[config.mk]
export PLATFORM = sky130hd
export DESIGN_NAME = hpc_cmd_exec
export DESIGN_NICKNAME = d
export VERILOG_FILES = /design/src/rtl/hpc_pkg.sv /design/src/rtl/hpc_blink_gen.sv /design/src/rtl/hpc_cmd_decode.sv /design/src/rtl/hpc_slot_ctl.sv /design/src/rtl/hpc_cmd_exec.sv
export SDC_FILE = /design/constraint.sdc
export NUM_CORES = 1
export LEC_CHECK = 0
export ABC_AREA = 0
export ABC_CLOCK_PERIOD_IN_PS = 2400
export BUFFER_PORTS_ARGS = -buffer_cell sky130_fd_sc_hd__buf_4
export CAP_MARGIN = 20
export CORE_MARGIN = 2
export CORE_UTILIZATION = 54
export CTS_CLUSTER_DIAMETER = 100
export CTS_CLUSTER_SIZE = 12
export DETAILED_ROUTE_END_ITERATION = 8
export PLACE_DENSITY = 0.81
export SLEW_MARGIN = 20
export SYNTH_ARGS = -nofsm -noshare
export SYNTH_HDL_FRONTEND = slang
export SYNTH_SLANG_ARGS = --single-unit
[constraint.sdc]
create_clock -name clk_i -period 2.4 [get_ports clk_i]
set_input_delay 0.24 -clock clk_i [delete_from_list [all_inputs] [get_ports clk_i]]
set_output_delay 0.24 -clock clk_i [all_outputs]
set_load 0.02 [all_outputs]
[src/rtl/hpc_pkg.sv]
package hpc_pkg;
  localparam logic [1:0] ST_PWR_ONLY = 2'd1;
  localparam logic [1:0] ST_ENABLED  = 2'd2;
  localparam logic [1:0] ST_DISABLED = 2'd3;
  localparam logic [1:0] IND_ON      = 2'd1;
  localparam logic [1:0] IND_BLINK   = 2'd2;
  localparam logic [1:0] IND_OFF     = 2'd3;

  // error vector bit positions (status bits 3:1)
  localparam int ERR_LATCH = 0;
  localparam int ERR_CMD   = 1;
  localparam int ERR_SPEED = 2;

  typedef struct packed {
    logic [1:0] st;
    logic [1:0] pi;
    logic [1:0] ai;
  } slot_upd_t;
endpackage

[src/rtl/hpc_blink_gen.sv]
module hpc_blink_gen #(
  parameter int BLINK_DIV = 4
) (
  input  logic clk_i,
  input  logic rst_ni,
  output logic phase_o
);
  localparam int BW = (BLINK_DIV > 1) ? $clog2(BLINK_DIV) : 1;
  localparam logic [BW-1:0] LAST = BW'(BLINK_DIV - 1);

  logic [BW-1:0] cnt_q;

  always_ff @(posedge clk_i or negedge rst_ni) begin
    if (!rst_ni) begin
      cnt_q   <= '0;
      phase_o <= 1'b0;
    end else if (cnt_q == LAST) begin
      cnt_q   <= '0;
      phase_o <= ~phase_o;
    end else begin
      cnt_q <= cnt_q + 1'b1;
    end
  end

  AST_PHASE_HOLD: assert property (@(posedge clk_i) disable iff (!rst_ni)
    (cnt_q != LAST) |=> $stable(phase_o));
endmodule

[src/rtl/hpc_cmd_decode.sv]
module hpc_cmd_decode
  import hpc_pkg::*;
#(
  parameter int N_SLOTS = 4,
  parameter int PROG_IF = 1
) (
  input  logic [15:0]        cmd_i,
  input  logic [N_SLOTS-1:0] latch_open_i,
  output logic [2:0]         err_o,
  output logic [N_SLOTS-1:0] slot_we_o,
  output slot_upd_t          upd_o,
  output logic               mode_we_o,
  output logic [3:0]         mode_o
);
  localparam logic [7:0] NS8 = 8'(N_SLOTS);

  logic [7:0] op, sl;
  logic       sl_ok, sel_open, any_open;
  logic [N_SLOTS-1:0] sl_hit;
  logic [7:0] ext_code;

  assign op = cmd_i[7:0];
  assign sl = cmd_i[15:8];
  assign sl_ok = (sl != 8'd0) && (sl <= NS8);
  assign any_open = |latch_open_i;
  assign ext_code = op - 8'h50;

  always_comb begin
    sel_open = 1'b0;
    for (int i = 0; i < N_SLOTS; i++) begin
      sl_hit[i] = (sl == 8'(i + 1));
      if (sl_hit[i]) sel_open = latch_open_i[i];
    end
  end

  always_comb begin
    err_o     = '0;
    slot_we_o = '0;
    upd_o     = '0;
    mode_we_o = 1'b0;
    mode_o    = '0;
    if (op[7:6] == 2'b00) begin
      if (!sl_ok) begin
        err_o[ERR_CMD] = 1'b1;
      end else if ((op[1:0] == ST_PWR_ONLY || op[1:0] == ST_ENABLED) && sel_open) begin
        err_o[ERR_LATCH] = 1'b1;
      end else begin
        slot_we_o = sl_hit;
        upd_o     = '{st: op[1:0], pi: op[3:2], ai: op[5:4]};
      end
    end else if (op >= 8'h40 && op <= 8'h44) begin
      if (sl != 8'd0) err_o[ERR_CMD] = 1'b1;
      else begin
        mode_we_o = 1'b1;
        mode_o    = {1'b0, op[2:0]};
      end
    end else if (op == 8'h48 || op == 8'h49) begin
      if (sl != 8'd0) err_o[ERR_CMD] = 1'b1;
      else if (any_open) err_o[ERR_LATCH] = 1'b1;
      else begin
        slot_we_o = '1;
        upd_o     = '{st: op[0] ? ST_ENABLED : ST_PWR_ONLY, pi: 2'd0, ai: 2'd0};
      end
    end else if (op >= 8'h50 && op <= 8'h5D) begin
      if (sl != 8'd0) err_o[ERR_CMD] = 1'b1;
      else if (PROG_IF == 1 && ext_code > 8'd4) err_o[ERR_SPEED] = 1'b1;
      else begin
        mode_we_o = 1'b1;
        mode_o    = ext_code[3:0];
      end
    end else begin
      err_o[ERR_CMD] = 1'b1;
    end
  end
endmodule

[src/rtl/hpc_slot_ctl.sv]
module hpc_slot_ctl
  import hpc_pkg::*;
(
  input  logic       clk_i,
  input  logic       rst_ni,
  input  logic       we_i,
  input  slot_upd_t  upd_i,
  input  logic       phase_i,
  output logic [1:0] state_o,
  output logic [1:0] pwr_ind_o,
  output logic [1:0] attn_ind_o,
  output logic       pwr_led_o,
  output logic       attn_led_o
);
  function automatic logic lamp(input logic [1:0] code, input logic ph);
    case (code)
      IND_ON:    lamp = 1'b1;
      IND_BLINK: lamp = ph;
      default:   lamp = 1'b0;
    endcase
  endfunction

  always_ff @(posedge clk_i or negedge rst_ni) begin
    if (!rst_ni) begin
      state_o    <= ST_DISABLED;
      pwr_ind_o  <= IND_OFF;
      attn_ind_o <= IND_OFF;
    end else if (we_i) begin
      if (upd_i.st != 2'd0) state_o    <= upd_i.st;
      if (upd_i.pi != 2'd0) pwr_ind_o  <= upd_i.pi;
      if (upd_i.ai != 2'd0) attn_ind_o <= upd_i.ai;
    end
  end

  assign pwr_led_o  = lamp(pwr_ind_o, phase_i);
  assign attn_led_o = lamp(attn_ind_o, phase_i);

  AST_HOLD_NO_WE: assert property (@(posedge clk_i) disable iff (!rst_ni)
    !we_i |=> $stable({state_o, pwr_ind_o, attn_ind_o}));
  AST_CODES_LEGAL: assert property (@(posedge clk_i) disable iff (!rst_ni)
    state_o != 2'd0 && pwr_ind_o != 2'd0 && attn_ind_o != 2'd0);
endmodule

[src/rtl/hpc_cmd_exec.sv]
module hpc_cmd_exec
  import hpc_pkg::*;
#(
  parameter int N_SLOTS     = 4,
  parameter int BUSY_CYCLES = 8,
  parameter int BLINK_DIV   = 4,
  parameter int PROG_IF     = 1
) (
  input  logic                   clk_i,
  input  logic                   rst_ni,
  input  logic                   cmd_we_i,
  input  logic [15:0]            cmd_wdata_i,
  input  logic [N_SLOTS-1:0]     latch_open_i,
  output logic [15:0]            status_o,
  output logic [2*N_SLOTS-1:0]   slot_state_o,
  output logic [2*N_SLOTS-1:0]   pwr_ind_o,
  output logic [2*N_SLOTS-1:0]   attn_ind_o,
  output logic [N_SLOTS-1:0]     pwr_led_o,
  output logic [N_SLOTS-1:0]     attn_led_o,
  output logic [3:0]             bus_mode_o,
  output logic                   done_o
);
  localparam int CW = $clog2(BUSY_CYCLES + 1);
  localparam logic [CW-1:0] CNT_LOAD = CW'(BUSY_CYCLES - 1);

  logic          busy_q, done_q;
  logic [CW-1:0] cnt_q;
  logic [15:0]   cmd_q;
  logic [2:0]    err_q, dec_err;
  logic [3:0]    mode_q, dec_mode;
  logic          accept, finish, commit, dec_mode_we, phase;
  logic [N_SLOTS-1:0] dec_slot_we;
  slot_upd_t     dec_upd;

  assign accept = cmd_we_i && !busy_q;
  assign finish = busy_q && (cnt_q == '0);
  assign commit = finish && (dec_err == 3'b000);

  always_ff @(posedge clk_i or negedge rst_ni) begin
    if (!rst_ni) begin
      busy_q <= 1'b0;
      done_q <= 1'b0;
      cnt_q  <= '0;
      cmd_q  <= '0;
      err_q  <= '0;
      mode_q <= '0;
    end else begin
      done_q <= finish;
      if (accept) begin
        busy_q <= 1'b1;
        cnt_q  <= CNT_LOAD;
        cmd_q  <= cmd_wdata_i;
        err_q  <= '0;
      end else if (finish) begin
        busy_q <= 1'b0;
        err_q  <= dec_err;
        if (dec_mode_we) mode_q <= dec_mode;
      end else if (busy_q) begin
        cnt_q <= cnt_q - 1'b1;
      end
    end
  end

  hpc_cmd_decode #(.N_SLOTS(N_SLOTS), .PROG_IF(PROG_IF)) u_dec (
    .cmd_i       (cmd_q),
    .latch_open_i(latch_open_i),
    .err_o       (dec_err),
    .slot_we_o   (dec_slot_we),
    .upd_o       (dec_upd),
    .mode_we_o   (dec_mode_we),
    .mode_o      (dec_mode)
  );

  hpc_blink_gen #(.BLINK_DIV(BLINK_DIV)) u_blink (
    .clk_i  (clk_i),
    .rst_ni (rst_ni),
    .phase_o(phase)
  );

  for (genvar g = 0; g < N_SLOTS; g++) begin : g_slot
    hpc_slot_ctl u_slot (
      .clk_i     (clk_i),
      .rst_ni    (rst_ni),
      .we_i      (commit && dec_slot_we[g]),
      .upd_i     (dec_upd),
      .phase_i   (phase),
      .state_o   (slot_state_o[2*g+:2]),
      .pwr_ind_o (pwr_ind_o[2*g+:2]),
      .attn_ind_o(attn_ind_o[2*g+:2]),
      .pwr_led_o (pwr_led_o[g]),
      .attn_led_o(attn_led_o[g])
    );
  end

  assign status_o   = {12'd0, err_q, busy_q};
  assign bus_mode_o = mode_q;
  assign done_o     = done_q;

  AST_DONE_PULSE: assert property (@(posedge clk_i) disable iff (!rst_ni)
    done_q |=> !done_q);
  AST_DONE_AFTER_BUSY: assert property (@(posedge clk_i) disable iff (!rst_ni)
    done_q |-> !busy_q && $past(busy_q));
  AST_BUSY_HOLDS: assert property (@(posedge clk_i) disable iff (!rst_ni)
    (busy_q && cnt_q != '0) |=> busy_q);
  AST_IGNORE_BUSY_WR: assert property (@(posedge clk_i) disable iff (!rst_ni)
    busy_q |=> $stable(cmd_q));
  AST_ERR_ONEHOT: assert property (@(posedge clk_i) disable iff (!rst_ni)
    $onehot0(err_q));
  AST_MODE_ONLY_ON_FINISH: assert property (@(posedge clk_i) disable iff (!rst_ni)
    !finish |=> $stable(mode_q));
endmodule

# Word-level counts from Yosys, hierarchy flattened

Cells that the tools add are included.

Output and inout bits: 53
Register bits after elaboration: 56
Word-level logic and storage cells: 162
Input port bits: 23

Order comparisons: 6
Bitwise logic cells: 2
Add/subtract/negate cells: 3
Eq/ne operators: 26
Reductions and logical operators: 38
Mux-type cells: 67

Operator list:

| kind                                                | number |
|---|---|
| 2-to-1 mux 4 bit                                    | 16 |
| 2-to-1 mux 6 bit                                    | 7 |
| 2-to-1 mux 1 bit                                    | 30 |
| AND reduction 2 bit                                 | 13 |
| equality test 2 bit, second input constant          | 10 |
| equality test 2 x 1 -> 1 bit, second input constant | 9 |
| equality test 8 x 2 -> 1 bit, second input constant | 2 |
| equality test 8 x 7 -> 1 bit, second input constant | 2 |
| >= comparator 8 x 7 -> 1 bit, second input constant | 2 |
| <= comparator 8 x 7 -> 1 bit, second input constant | 2 |
| one-hot mux 1 bit (2 select lines)                  | 8 |
| logical AND 1 bit                                   | 11 |
| nonzero test 2 bit                                  | 5 |
| 2-to-1 mux 3 bit                                    | 3 |
| equality test 8 x 1 -> 1 bit, second input constant | 1 |
| equality test 8 x 3 -> 1 bit, second input constant | 1 |
| > comparator 8 x 3 -> 1 bit, second input constant  | 1 |
| <= comparator 8 x 3 -> 1 bit, second input constant | 1 |
| nonzero test 8 bit                                  | 1 |
| subtractor 8 x 7 -> 8 bit, second input constant    | 1 |
| 2-to-1 mux 2 bit                                    | 3 |
| zero test 4 bit                                     | 1 |
| OR reduction 4 bit                                  | 1 |
| subtractor 4 x 1 -> 4 bit, second input constant    | 1 |
| 8 further kinds                                     | 10 |

# Logic depth before layout (Yosys ltp)

Depth in word-level cells: 13
Mapped depth: 10
Depth with buffers taken out: 9

# Modules after synthesis

Synthesis repeated with hierarchy kept, for this count alone.

Cells, all modules: 331
Area total of the unflattened synthesis: 3174.3 sq um

Modules (own cells, without submodules):

| module         | sequential area each (sq um) | area each (sq um) | times used | cells an instance |
|---|---|---|---|---|
| hpc_cmd_exec   | 725.7                        | 1347.5            | 1          | 137 |
| hpc_slot_ctl   | 157.7                        | 310.3             | 4          | 30 |
| hpc_cmd_decode | 0.0                          | 485.5             | 1          | 68 |
| hpc_blink_gen  | 75.1                         | 100.1             | 1          | 6 |

# Worst setup path before layout

No wires, ideal clock.

Path kind: register -> register
Start: register cmd_q[0]
End: register g_slot[3].u_slot.state_o[0]
Library setup time: 0.081 ns
Required time: 2.319 ns
Cell stages (with the launch flop): 10
Buffers on the path: 1
Slack: 0.316 ns
Arrival time: 2.003 ns
Path through: dfrtp_1 inv_1 ha_1 or2_1 nand4_1 and4b_1 buf_2 o2111ai_2 o21ai_1 a211oi_2

Cells in the longest elaborated chain, start to end: 12
Elaborated cells between the ends (all ways): 47
Classes of those cells: add/sub: 1; order compare: 5; eq/ne: 4; mux: 27; reduce/logical: 10

RTL lines:

| item                                 | RTL line             | source |
|---|---|---|
| start: declaration                   | hpc_cmd_exec.sv:28   | `logic [15:0] cmd_q;` |
| start signal: assignment             | hpc_cmd_exec.sv:52   | `cmd_q <= cmd_wdata_i;` |
| subtractor 8 x 7 -> 8 bit            | hpc_cmd_decode.sv:26 | `assign ext_code = op - 8'h50;` |
| > comparator 8 x 3 -> 1 bit          | hpc_cmd_decode.sv:66 | `else if (PROG_IF == 1 && ext_code > 8'd4) err_o[ERR_SPEED] = 1'b1;` |
| 2-to-1 mux 1 bit                     | hpc_cmd_decode.sv:66 |  |
| 2-to-1 mux 1 bit                     | hpc_cmd_decode.sv:65 | `if (sl != 8'd0) err_o[ERR_CMD] = 1'b1;` |
| 2-to-1 mux 1 bit                     | hpc_cmd_decode.sv:64 | `end else if (op >= 8'h50 && op <= 8'h5D) begin` |
| 2-to-1 mux 1 bit                     | hpc_cmd_decode.sv:57 | `end else if (op == 8'h48 \|\| op == 8'h49) begin` |
| 2-to-1 mux 1 bit                     | hpc_cmd_decode.sv:51 | `end else if (op >= 8'h40 && op <= 8'h44) begin` |
| 2-to-1 mux 1 bit                     | hpc_cmd_decode.sv:42 | `if (op[7:6] == 2'b00) begin` |
| zero test 3 bit                      | hpc_cmd_exec.sv:37   | `assign commit = finish && (dec_err == 3'b000);` |
| logical AND 1 bit                    | hpc_cmd_exec.sv:37   |  |
| logical AND 1 bit                    | hpc_cmd_exec.sv:84   | `.we_i (commit && dec_slot_we[g]),` |
| AND reduction 2 bit (no source line) | n/a                  |  |
| end signal: assignment               | hpc_slot_ctl.sv:29   | `if (upd_i.st != 2'd0) state_o <= upd_i.st;` |
| end: declaration                     | hpc_slot_ctl.sv:9    | `output logic [1:0] state_o,` |

Parallel ways exist; a longest one is shown, timed or not.
A chain may end at the register's enable or synchronous reset.

# Worst setup path after layout

Same ends and word-level chain as after synthesis.

==> metrics.yaml <==
clk_latency_ps: 320
syn_inst: 354
cts-root-buf: "clkbuf_8"
wl_um: 6590
period_share_pct: 93.3
ys_ff_latch: 56
grt_max_degree: 57
rows: 28
clock_path_buffers: 2
fillers: 499
startpoint_type: "flop"
status: "complete, no violations"
tns_ps: 0
via_per_inst: 5.30
gp_congestion: 0.864
skew_ps: 6.74
worst_ep_arrival_time_ps: 2490
clock.fmax_mhz: 447
initialDrtViolationCount: 170
synth_cell_types: 58
syn_area_per_cell_um2: 9.33
hpwlAfterDp_um: 4980
critPathKind: "flop to flop"
drt-pass1-iter-count: 4
fp.dieArea_um2: 6760
fp.dieW_um: 82.2
ant_nets: 0
crit_fanout: 8
routedWlPerCell_um: 13.6
final-seq-area_um2: 1430
worst_hold_slack_ps: 106
grt_pass1_wl_um: 10900
synth_top_cell_by_area: "dfrtp_1"
yosysMostFrequentCell: "nand2_1"
synth-async-reset-ratio_pct: 100
hold_viol_final: 0
grt_pass1_vias: 2401
hp-class: "input port to flop"
multi_input_area_um2: 1600
netlist_area_um2: 3300
required_ps: 2650
htreeDepth: 2
antenna_found_initial: 0
synth-edff-count: 0
start_util_pct: 55.8
ir_worst_vdd_uv: 553
drive_gt1_share_pct: 29.8
clock-sinks: 56
min_period_ps: 2240
dieHeight_um: 82.2
final_max_slew_viol_count: 0
pin_count: 76
power_leakage_nw: 1.85
core_area_um2: 5920
vias: 2563
io_buffers: 63
synthTopCellsByArea: "dfrtp_1 24%, dfstp_2 19%, ha_1 8.3%"
drc: 0
relSlewSlack_pct: 54.6
worst_pin_slew_ps: 681
synth.yosys.seq_area_share_pct: 43.3
layout.nets: 453
synth_top_area_share_pct: 24.2
power.density_nw_per_um2: 834
cts_setup_buffers: 0
synth_common_cells: "65 x nand2_1, 32 x dfrtp_1, 24 x dfstp_2, 24 x inv_1"
syn_to_final_growth_pct: 17.7
track_usage_pct: 21.1
cap_violations: 0
diodes: 0
cts_tree: "built"
clk_pin_slew_ps: 100
overflow: 0
setup_viol: 0
worstSetupEndpointType: "flop"
synthFlopType: "dfrtp_1"
cts_buffers: 5
ys.warnings.count: 0
grt_setup_unrepaired: "no"
worst max-delay path: stages, from the launching register on:
cell,delay [ps]
dfrtp_2,470
inv_1,170
ha_1,180
or2_1,130
nand4_1,150
o31ai_2,440
and3b_1,240
o21a_1,180
a211oi_2,200
registers in the layout (all words and copies together) (netlist names):
name and cells:
cmd_q 16, g_slot.u_slot.attn_ind_o 8, g_slot.u_slot.pwr_ind_o 8, g_slot.u_slot.state_o 8, bus_mode_o 4, cnt_q 4, err_q 3, u_blink.cnt_q 2
busy_q 1, done_o 1, u_blink.phase_o 1
final timing paths:
path                             startpoint  slack (ps)  cells after the start                     endpoint
setup / recovery                   cmd_q[0]         160                      8  g_slot[3].u_slot.state_o[0]
hold / removal               cmd_wdata_i[5]         110                      3                     cmd_q[5]
setup reg to reg                   cmd_q[0]         160                      8  g_slot[3].u_slot.state_o[0]
hold reg to reg            u_blink.cnt_q[0]         440                      1             u_blink.cnt_q[0]
max in group asynchronous            rst_ni        1420                      2                     cmd_q[0]
min in group asynchronous            rst_ni         500                      2                     err_q[0]
per-stage QoR:
stage / area (um2) / worst slack [ps] / utilization, % / cells / power, mW
3_3_place_gp: 3740 / 140 / 63.2 / 475 / 2.50
6_report: 3890 / 161 / 65.7 / 484 / 3.24
2_1_floorplan: 3340 / 316 / - / 365 / 2.22
4_1_cts: 3880 / 8.16 / 65.6 / 484 / 3.25
3_5_place_dp: 3740 / 38.3 / 63.2 / 475 / 2.54
5_1_grt: 3890 / 11.2 / 65.7 / 484 / 3.48
placed cells by master (no fill, tap or decap), types with 2 or more instances in the layout:
cell type / n
a22o_1: 7
and3b_1: 2
a31oi_1: 2
nor3b_2: 3
o21ai_0: 15
or2_1: 2
and3_1: 5
nand2_1: 65
a21o_1: 4
conb_1: 12
o31ai_1: 4
xnor2_1: 2
a21oi_1: 22
nor2b_1: 5
nor3_2: 2
nor2_1: 20
nand2b_1: 3
clkbuf_8: 5
a211o_1: 2
and2_1: 4
buf_4: 70
o21ai_1: 8
o2bb2ai_1: 2
inv_1: 24
dfrtp_1: 31
dfstp_2: 24
nand3_1: 8
ha_1: 22
kinds of logic (layout without fill, tap and decap cells):
family | Yosys count | in the layout | share of synthesized area (%)
xor+xnor | 3 | 3 | 0.796
compound gates | 79 | 79 | 16.3
fa+ha+maj | 22 | 22 | 8.33
flops | 56 | 56 | 43.3
other cells | 1 | 12 | 0.114
buf+inv | 60 | 104 | 9.62
mux | 2 | 2 | 0.985
simple gates | 131 | 131 | 20.5
report_power, final:
part | internal (mW) | total (mW) | switching (mW)
clock network | 0.378 | 0.701 | 0.323
registers | 1.16 | 1.39 | 0.231
logic | 0.470 | 1.16 | 0.685
final cells by class:
type / instances / area share, %
multi-input combinational: 249 / 41.2
clock inverter: 2 / 0.997
tap: 75 / 2.41
timing repair buffer: 71 / 13.8
inverter: 25 / 2.41
clock buffer: 6 / 2.41
sequential: 56 / 36.8
routing by layer:
metal | GRT usage (%) | up-vias | wire, um
li1 | - | 1265 | -
met1 | 27.2 | 1229 | 2970
met2 | 36.4 | 63 | 3280
met3 | 4.13 | 6 | 276
met4 | 5.33 | 0 | 62
met5 | 0 | - | 0
timing repair:
| action | 4_1_cts | 5_1_grt |
|---|---|---|
| hold endpoints to repair | 32 | 0 |
| endpoints found under the setup margin | 0 | 11 |
| gates resized for setup | 0 | 4 |
| hold buffers | 1 | 0 |
(Power assumes the default switching activity.)
